===== src/rtl/qrd_pkg.sv =====
package qrd_pkg;
  typedef enum logic [2:0] {
    S_IDLE,
    S_GAP,
    S_SEND,
    S_DUMMY,
    S_DATA
  } qrd_state_e;

  localparam logic [7:0] OPC_QIO_READ = 8'hEB;
  localparam logic [7:0] MODE_HOLD    = 8'hA0;
  localparam int         HDR_NIB_OPC  = 10;
  localparam int         HDR_NIB_SKIP = 8;
endpackage


===== src/rtl/qrd_pfb.sv =====
module qrd_pfb #(
  parameter int DEPTH = 8
) (
  input  logic        clk,
  input  logic        rst_n,
  input  logic        flush,
  input  logic        push,
  input  logic [7:0]  push_byte,
  input  logic        pop,
  output logic [31:0] word,
  output logic        full,
  output logic        has_word
);
  localparam int PW = $clog2(DEPTH);

  logic [7:0]    mem [DEPTH];
  logic [PW-1:0] wr_p, rd_p;
  logic [PW:0]   fill;

  assign full     = (fill == (PW+1)'(DEPTH));
  assign has_word = (fill >= (PW+1)'(4));

  for (genvar i = 0; i < 4; i++) begin : g_lane
    logic [PW-1:0] idx;
    assign idx = rd_p + PW'(i);
    assign word[8*i +: 8] = mem[idx];
  end

  always_ff @(posedge clk) begin
    if (push) mem[wr_p] <= push_byte;
  end

  always_ff @(posedge clk or negedge rst_n) begin
    if (!rst_n) begin
      wr_p <= '0;
      rd_p <= '0;
      fill <= '0;
    end else if (flush) begin
      wr_p <= '0;
      rd_p <= '0;
      fill <= '0;
    end else begin
      if (push) wr_p <= wr_p + 1'b1;
      if (pop)  rd_p <= rd_p + PW'(4);
      fill <= fill + (PW+1)'(push) - (pop ? (PW+1)'(4) : '0);
    end
  end
endmodule


===== src/rtl/qrd_idle_tmr.sv =====
module qrd_idle_tmr #(
  parameter int TW = 16
) (
  input  logic          clk,
  input  logic          rst_n,
  input  logic          en,
  input  logic          run,
  input  logic [TW-1:0] period,
  output logic          expired
);
  logic [TW-1:0] cnt;

  assign expired = en && run && (cnt == period);

  always_ff @(posedge clk or negedge rst_n) begin
    if (!rst_n)            cnt <= '0;
    else if (!en || !run)  cnt <= '0;
    else if (cnt != period) cnt <= cnt + 1'b1;
  end
endmodule


===== src/rtl/qflash_xip_rd.sv =====
module qflash_xip_rd
  import qrd_pkg::*;
#(
  parameter logic [31:0] BASE       = 32'h9000_0000,
  parameter int          AW         = 23,
  parameter int          FIFO_BYTES = 8,
  parameter int          DUMMY      = 4,
  parameter int          CS_GAP     = 2
) (
  input  logic        clk,
  input  logic        rst_n,
  input  logic        req_valid,
  input  logic [31:0] req_addr,
  output logic        req_ready,
  output logic [31:0] rdata,
  output logic        rsp_err,
  input  logic        tmo_en,
  input  logic [15:0] tmo_period,
  input  logic        exit_req,
  output logic        busy,
  output logic        fl_sclk,
  output logic        fl_cs_n,
  output logic [3:0]  fl_io_o,
  output logic        fl_io_oe,
  input  logic [3:0]  fl_io_i
);
  localparam int CNT_MAX0 = (DUMMY > CS_GAP) ? DUMMY : CS_GAP;
  localparam int CNT_MAX  = (CNT_MAX0 > HDR_NIB_OPC) ? CNT_MAX0 : HDR_NIB_OPC;
  localparam int CW       = $clog2(CNT_MAX + 1);

  qrd_state_e    st;
  logic          ph, byte_hi, instr_pend, exit_pend, exit_run;
  logic [CW-1:0] cnt;
  logic [39:0]   out_sh;
  logic [3:0]    hold;
  logic [AW-1:0] head_addr;

  logic          in_win, open_rd, hit, miss;
  logic          fb_full, fb_word, fb_push, fb_pop, tmo_hit;
  logic [31:0]   fb_data;
  logic          launch_exit, launch, start_now, close_now;
  logic [23:0]   launch_addr;
  logic [7:0]    launch_mode;

  assign in_win  = (req_addr[31:AW] == BASE[31:AW]);
  assign open_rd = (st == S_DATA) && !exit_run;
  assign hit     = open_rd && (req_addr[AW-1:0] == head_addr);
  assign miss    = req_valid && in_win && !hit;
  assign fb_pop  = req_valid && in_win && hit && fb_word;

  assign req_ready = req_valid && (!in_win || (hit && fb_word));
  assign rsp_err   = req_valid && !in_win;
  assign rdata     = in_win ? fb_data : 32'h0;
  assign busy      = (st != S_IDLE);
  assign fl_io_o   = out_sh[39:36];

  always_comb begin
    launch_exit = exit_pend && !instr_pend;
    launch      = launch_exit || miss;
    launch_addr = launch_exit ? 24'h0 : 24'(req_addr[AW-1:0]);
    launch_mode = launch_exit ? ~MODE_HOLD : MODE_HOLD;
    start_now   = launch && ((st == S_IDLE) || (st == S_GAP && cnt == CW'(1)));
    close_now   = (st == S_DATA) && !ph && byte_hi && !exit_run &&
                  (miss || tmo_hit || exit_pend);
  end

  assign fb_push = (st == S_DATA) && ph && !byte_hi && !exit_run;

  qrd_pfb #(.DEPTH(FIFO_BYTES)) u_pfb (
    .clk       (clk),
    .rst_n     (rst_n),
    .flush     (start_now),
    .push      (fb_push),
    .push_byte ({hold, fl_io_i}),
    .pop       (fb_pop),
    .word      (fb_data),
    .full      (fb_full),
    .has_word  (fb_word)
  );

  qrd_idle_tmr #(.TW(16)) u_tmr (
    .clk     (clk),
    .rst_n   (rst_n),
    .en      (tmo_en),
    .run     (open_rd && !req_valid),
    .period  (tmo_period),
    .expired (tmo_hit)
  );

  always_ff @(posedge clk or negedge rst_n) begin
    if (!rst_n) begin
      st <= S_IDLE;  ph <= 1'b0;  byte_hi <= 1'b1;  hold <= '0;
      cnt <= '0;  out_sh <= '0;  head_addr <= '0;
      instr_pend <= 1'b1;  exit_pend <= 1'b0;  exit_run <= 1'b0;
      fl_sclk <= 1'b0;  fl_cs_n <= 1'b1;  fl_io_oe <= 1'b0;
    end else begin
      if (exit_req) exit_pend <= 1'b1;
      else if (exit_pend && instr_pend && st == S_IDLE) exit_pend <= 1'b0;
      if (fb_pop) head_addr <= head_addr + AW'(4);

      if (start_now) begin
        fl_cs_n   <= 1'b0;
        fl_io_oe  <= 1'b1;
        st        <= S_SEND;
        ph        <= 1'b0;
        exit_run  <= launch_exit;
        if (launch_exit) exit_pend <= 1'b0;
        head_addr <= launch_addr[AW-1:0];
        if (instr_pend) begin
          out_sh <= {OPC_QIO_READ, launch_addr, launch_mode};
          cnt    <= CW'(HDR_NIB_OPC);
        end else begin
          out_sh <= {launch_addr, launch_mode, 8'h00};
          cnt    <= CW'(HDR_NIB_SKIP);
        end
        instr_pend <= 1'b0;
      end else begin
        unique case (st)
          S_IDLE: ;
          S_GAP: begin
            if (cnt > CW'(1)) cnt <= cnt - 1'b1;
            else st <= S_IDLE;
          end
          S_SEND, S_DUMMY: begin
            if (!ph) begin
              fl_sclk <= 1'b1;  ph <= 1'b1;
            end else begin
              fl_sclk <= 1'b0;  ph <= 1'b0;
              if (st == S_SEND) out_sh <= out_sh << 4;
              if (cnt != CW'(1)) cnt <= cnt - 1'b1;
              else if (st == S_SEND) begin
                st <= S_DUMMY;  cnt <= CW'(DUMMY);  fl_io_oe <= 1'b0;
              end else begin
                st <= S_DATA;  byte_hi <= 1'b1;
              end
            end
          end
          S_DATA: begin
            if (!ph) begin
              if (close_now) begin
                fl_cs_n <= 1'b1;  st <= S_GAP;  cnt <= CW'(CS_GAP);
              end else if (!(byte_hi && fb_full && !exit_run)) begin
                fl_sclk <= 1'b1;  ph <= 1'b1;
              end
            end else begin
              fl_sclk <= 1'b0;  ph <= 1'b0;
              if (byte_hi) begin
                hold <= fl_io_i;  byte_hi <= 1'b0;
              end else begin
                byte_hi <= 1'b1;
                if (exit_run) begin
                  fl_cs_n <= 1'b1;  st <= S_GAP;  cnt <= CW'(CS_GAP);
                  exit_run <= 1'b0;  instr_pend <= 1'b1;
                end
              end
            end
          end
          default: st <= S_IDLE;
        endcase
      end
    end
  end
endmodule


===== config.mk =====
export PLATFORM = sky130hd
export DESIGN_NAME = qflash_xip_rd
export DESIGN_NICKNAME = d
export VERILOG_FILES = /design/src/rtl/qrd_pkg.sv /design/src/rtl/qrd_pfb.sv /design/src/rtl/qrd_idle_tmr.sv /design/src/rtl/qflash_xip_rd.sv
export SDC_FILE = /design/constraint.sdc
export NUM_CORES = 1
export LEC_CHECK = 0
export ABC_CLOCK_PERIOD_IN_PS = 3500
export CAP_MARGIN = 20
export CORE_AREA = 2 2 133 135
export CTS_BUF_LIST = sky130_fd_sc_hd__clkbuf_4
export DETAILED_ROUTE_END_ITERATION = 12
export DIE_AREA = 0 0 135 137
export PLACE_DENSITY = 0.84
export REMOVE_ABC_BUFFERS = 1
export SETUP_SLACK_MARGIN = 0.02
export SYNTH_ARGS = -nofsm -noshare
export SYNTH_HDL_FRONTEND = slang
export SYNTH_HIERARCHICAL = 1
export SYNTH_SLANG_ARGS = --single-unit

===== constraint.sdc =====
create_clock -name clk -period 3.5 [get_ports clk]
set_input_delay 0.525 -clock clk [delete_from_list [all_inputs] [get_ports clk]]
set_output_delay 0.525 -clock clk [all_outputs]
set_load 0.005 [all_outputs]

==> results.py <==
metrics = {
    "outcome": {
        "status": "completed",
    },
    "timing": {
        "finClkSkew_ns": 0.0283,
        "max_slew_margin": 0.266,
        "setup_slack_ns": 0.129,
        "min_period_ns": 3.37,
        "worstMarginPinSlew_ns": 1.10,
        "final_max_slew_viol_count": 0,
        "fmax_ghz": 0.297,
        "rsz0062_at_grt": "false",
        "setup_violations": 0,
        "hold_slack_ns": 0.0168,
        "hold_viol_final": 0,
        "fin_setup_tns_ns": 0,
        "fin_crit_sh": 0.963,
    },
    "worst_setup_path": {
        "startpoint": "head_addr[18]",
        "worstPathCellList": "xor2_1, nor4_1, nand3_1, buf_4, o31ai_2, and2_1, clkdlybuf4s50_1",
        "cp-end-kind": "output pin",
        "crit_type": "reg2out",
        "r2r_start": "cnt[1]",
        "critical_path_arrival_ns": 2.85,
        "required_ns": 2.97,
        "max_stage_delay_ns": 0.50,
        "reg2reg_setup_slack_ns": 0.56,
        "rr_worst_depth": 9,
        "cp-start-kind": "flip-flop",
        "slowest_stage": "clkdlybuf4s50_1",
        "r2r_end": "head_addr[21]",
        "critical_path_peak_fanout": 6,
    },
    "floorplanning": {
        "die_h_um": 137,
        "fp.dieW_um": 135,
        "core_um2": 17100,
        "initial_core_util": 0.524,
        "dieArea_um2": 18500,
        "rows": 48,
        "io_pins": 99,
    },
    "yosys": {
        "avgSynthCellArea_um2": 10.5,
        "syn_inst": 852,
        "syn_area_um2": 8930,
        "async_reset_ff_frac": 0.612,
        "synth_top_flop_cell": "dfrtp_1",
        "synth_cell_types": 65,
        "synth_edf_count": 64,
        "yosys_warnings": 6,
        "ys_ff_latch": 165,
        "ys_seq_area_frac": 0.499,
    },
    "place": {
        "gp_congestion": 0.924,
        "placed_cells": 1175,
        "post-dp-hpwl_mm": 15.0,
        "io_buffer_count": 98,
        "dp_slack_ns": -0.0361,
    },
    "pwr": {
        "swShare": 0.388,
        "ir_drop_uv": 321,
        "p_per_area_nw_per_um2": 619,
        "p_clk_frac": 0.197,
        "power_frac_comb": 0.369,
        "power_w": 0.00665,
        "seqPwrFrac": 0.435,
        "p_leak_nw": 4.26,
        "p_int_w": 0.00407,
        "p_switching_w": 0.00258,
    },
    "grt": {
        "antenna_found_initial": 0,
        "overflow": 0,
        "grt_pass1_vias": 7048,
        "grtUsageTotal": 0.241,
        "use_met2": 0.404,
        "grt_max_degree": 66,
        "use_met1": 0.321,
        "grt_util_met3": 0.0407,
        "busiest_layer": "met2",
        "grt_pass1_wl_mm": 35.4,
    },
    "clocking": {
        "cts_sinks": 165,
        "clockRootBuffer": "clkbuf_4",
        "clkTransAtPathRegs_ns": 0.14,
        "cts_buffer_depth": 2,
        "h-tree-depth": 4,
        "clkLatencyLatePin_ns": 0.61,
        "cts_tree": "done",
        "numCtsBuffers": 17,
    },
    "cells_and_area": {
        "final_cell_mix": "clkdlybuf4s50_1 (97), dfrtp_1 (96), nand2_1 (78), edfxtp_1 (64), buf_4 (59)",
        "nNetsFinal": 1041,
        "synthToLayoutAreaGrowth_pct": 20.3,
        "antennaDiodeCount": 0,
        "finalNonFillerCells": 1211,
        "layout_commonest_cell": "clkdlybuf4s50_1",
        "drive_above_1_share": 0.159,
    },
    "flow_run": {
        "maxCapViolations": 0,
    },
    "routing": {
        "ant_nets": 0,
        "first_iter_violations": 759,
        "via_per_inst": 5.93,
        "drc": 0,
        "vias": 7183,
        "dr.pass1.iters": 6,
        "wl_mm": 21.9,
        "post_drt_wl_per_cell_um": 18.1,
    },
    "min_path": {
        "min_path_type": "in2async",
    },
}
## cell type report
type	count	area [um2]
Clock buffer	17	128
Clock inverter	15	210
Fill cell	1347	6310
Inverter	23	86.3
Multi-Input combinational cell	606	4100
Sequential cell	165	4460
Tap cell	225	282
Timing Repair Buffer	160	1490
## timing repair
action,in CTS,in global routing
pin swaps,1,3
endpoints found under the hold margin,0,0
hold buffers,0,0
cloned,0,0
buffers inserted,1,3
setup endpoints to repair,1,1
gates resized for setup,4,3
## worst max-delay path: cells and delay by family (launching register included)
family | cells | cell delay, ns
simple gates | 3 | 0.70
flops | 1 | 0.47
xor+xnor | 1 | 0.21
buf+inv | 2 | 0.69
compound gates | 1 | 0.18
## sequential cells by signal, indices dropped and copies added, names as in the netlist, 3 cells and up
name and count:
st 3, u_tmr/cnt 16, u_pfb/fill 4, hold 4, head_addr 23, u_pfb/mem 64, u_pfb/wr_p 3, out_sh 35
cnt 4
## metal layers
metal  wire [um]  part of all wire  vias up
li1            -                 -     3358
met1        9370              0.43     3472
met2       10600              0.48      298
met3        1450             0.066       55
met4         511             0.023        0
met5           0                 0        -
## through the flow
| step | utilization | cell area, um2 |
|---|---|---|
| 3_5_place_dp | 0.607 | 10300 |
| 5_1_grt | 0.630 | 10700 |
| 6_report | 0.630 | 10700 |
| 4_1_cts | 0.628 | 10700 |
| 3_3_place_gp | 0.607 | 10300 |
| 2_1_floorplan | - | 8600 |
## how the worst max path moves through the flow
| stage | endpoint | slack, ns | depth (start not counted) |
|---|---|---|---|
| after floorplan | head_addr[13] | -0.47 | 5 |
| after global placement | u_pfb/fill[3] | 0.09 | 13 |
| after detailed placement | u_pfb/fill[3] | -0.04 | 13 |
| after CTS | req_ready | 0.04 | 7 |
| after global routing | req_ready | 0.02 | 8 |
| final | req_ready | 0.13 | 7 |
## synth_stat cells (15+ instances only)
master,number,area share
nand3_1,29,0.016
nor3_1,19,0.011
and3_1,16,0.011
a211oi_1,26,0.022
o31ai_1,16,0.013
mux2_4,29,0.049
inv_1,22,0.0092
a21oi_1,33,0.018
nand2_1,78,0.033
a31oi_1,34,0.024
dfrtp_1,98,0.27
and2_1,36,0.025
nor2_1,51,0.021
clkbuf_1,39,0.016
nor3b_1,15,0.013
o21ai_0,30,0.017
xor2_1,41,0.040
edfxtp_1,64,0.22
## cell families after synthesis
| group | count (synthesis) | share of synthesized area |
|---|---|---|
| xor+xnor | 48 | 0.0471 |
| mux | 52 | 0.0758 |
| compound gates | 179 | 0.130 |
| fa+ha+maj | 11 | 0.0154 |
| buf+inv | 81 | 0.0462 |
| flops | 165 | 0.499 |
| simple gates | 316 | 0.187 |
## power by group through the flow
stage	sequential [W]	clock [W]	combinational (W)
final	0.00289	0.00131	0.00245
after global routing	0.00294	0.00139	0.00271
after CTS	0.00288	0.00131	0.00240
after detailed placement	0.00291	0	0.00237
after global placement	0.00289	0	0.00229
after floorplan	0.00285	0	0.00154
No activity file was read; power rests on OpenSTA's default activity.
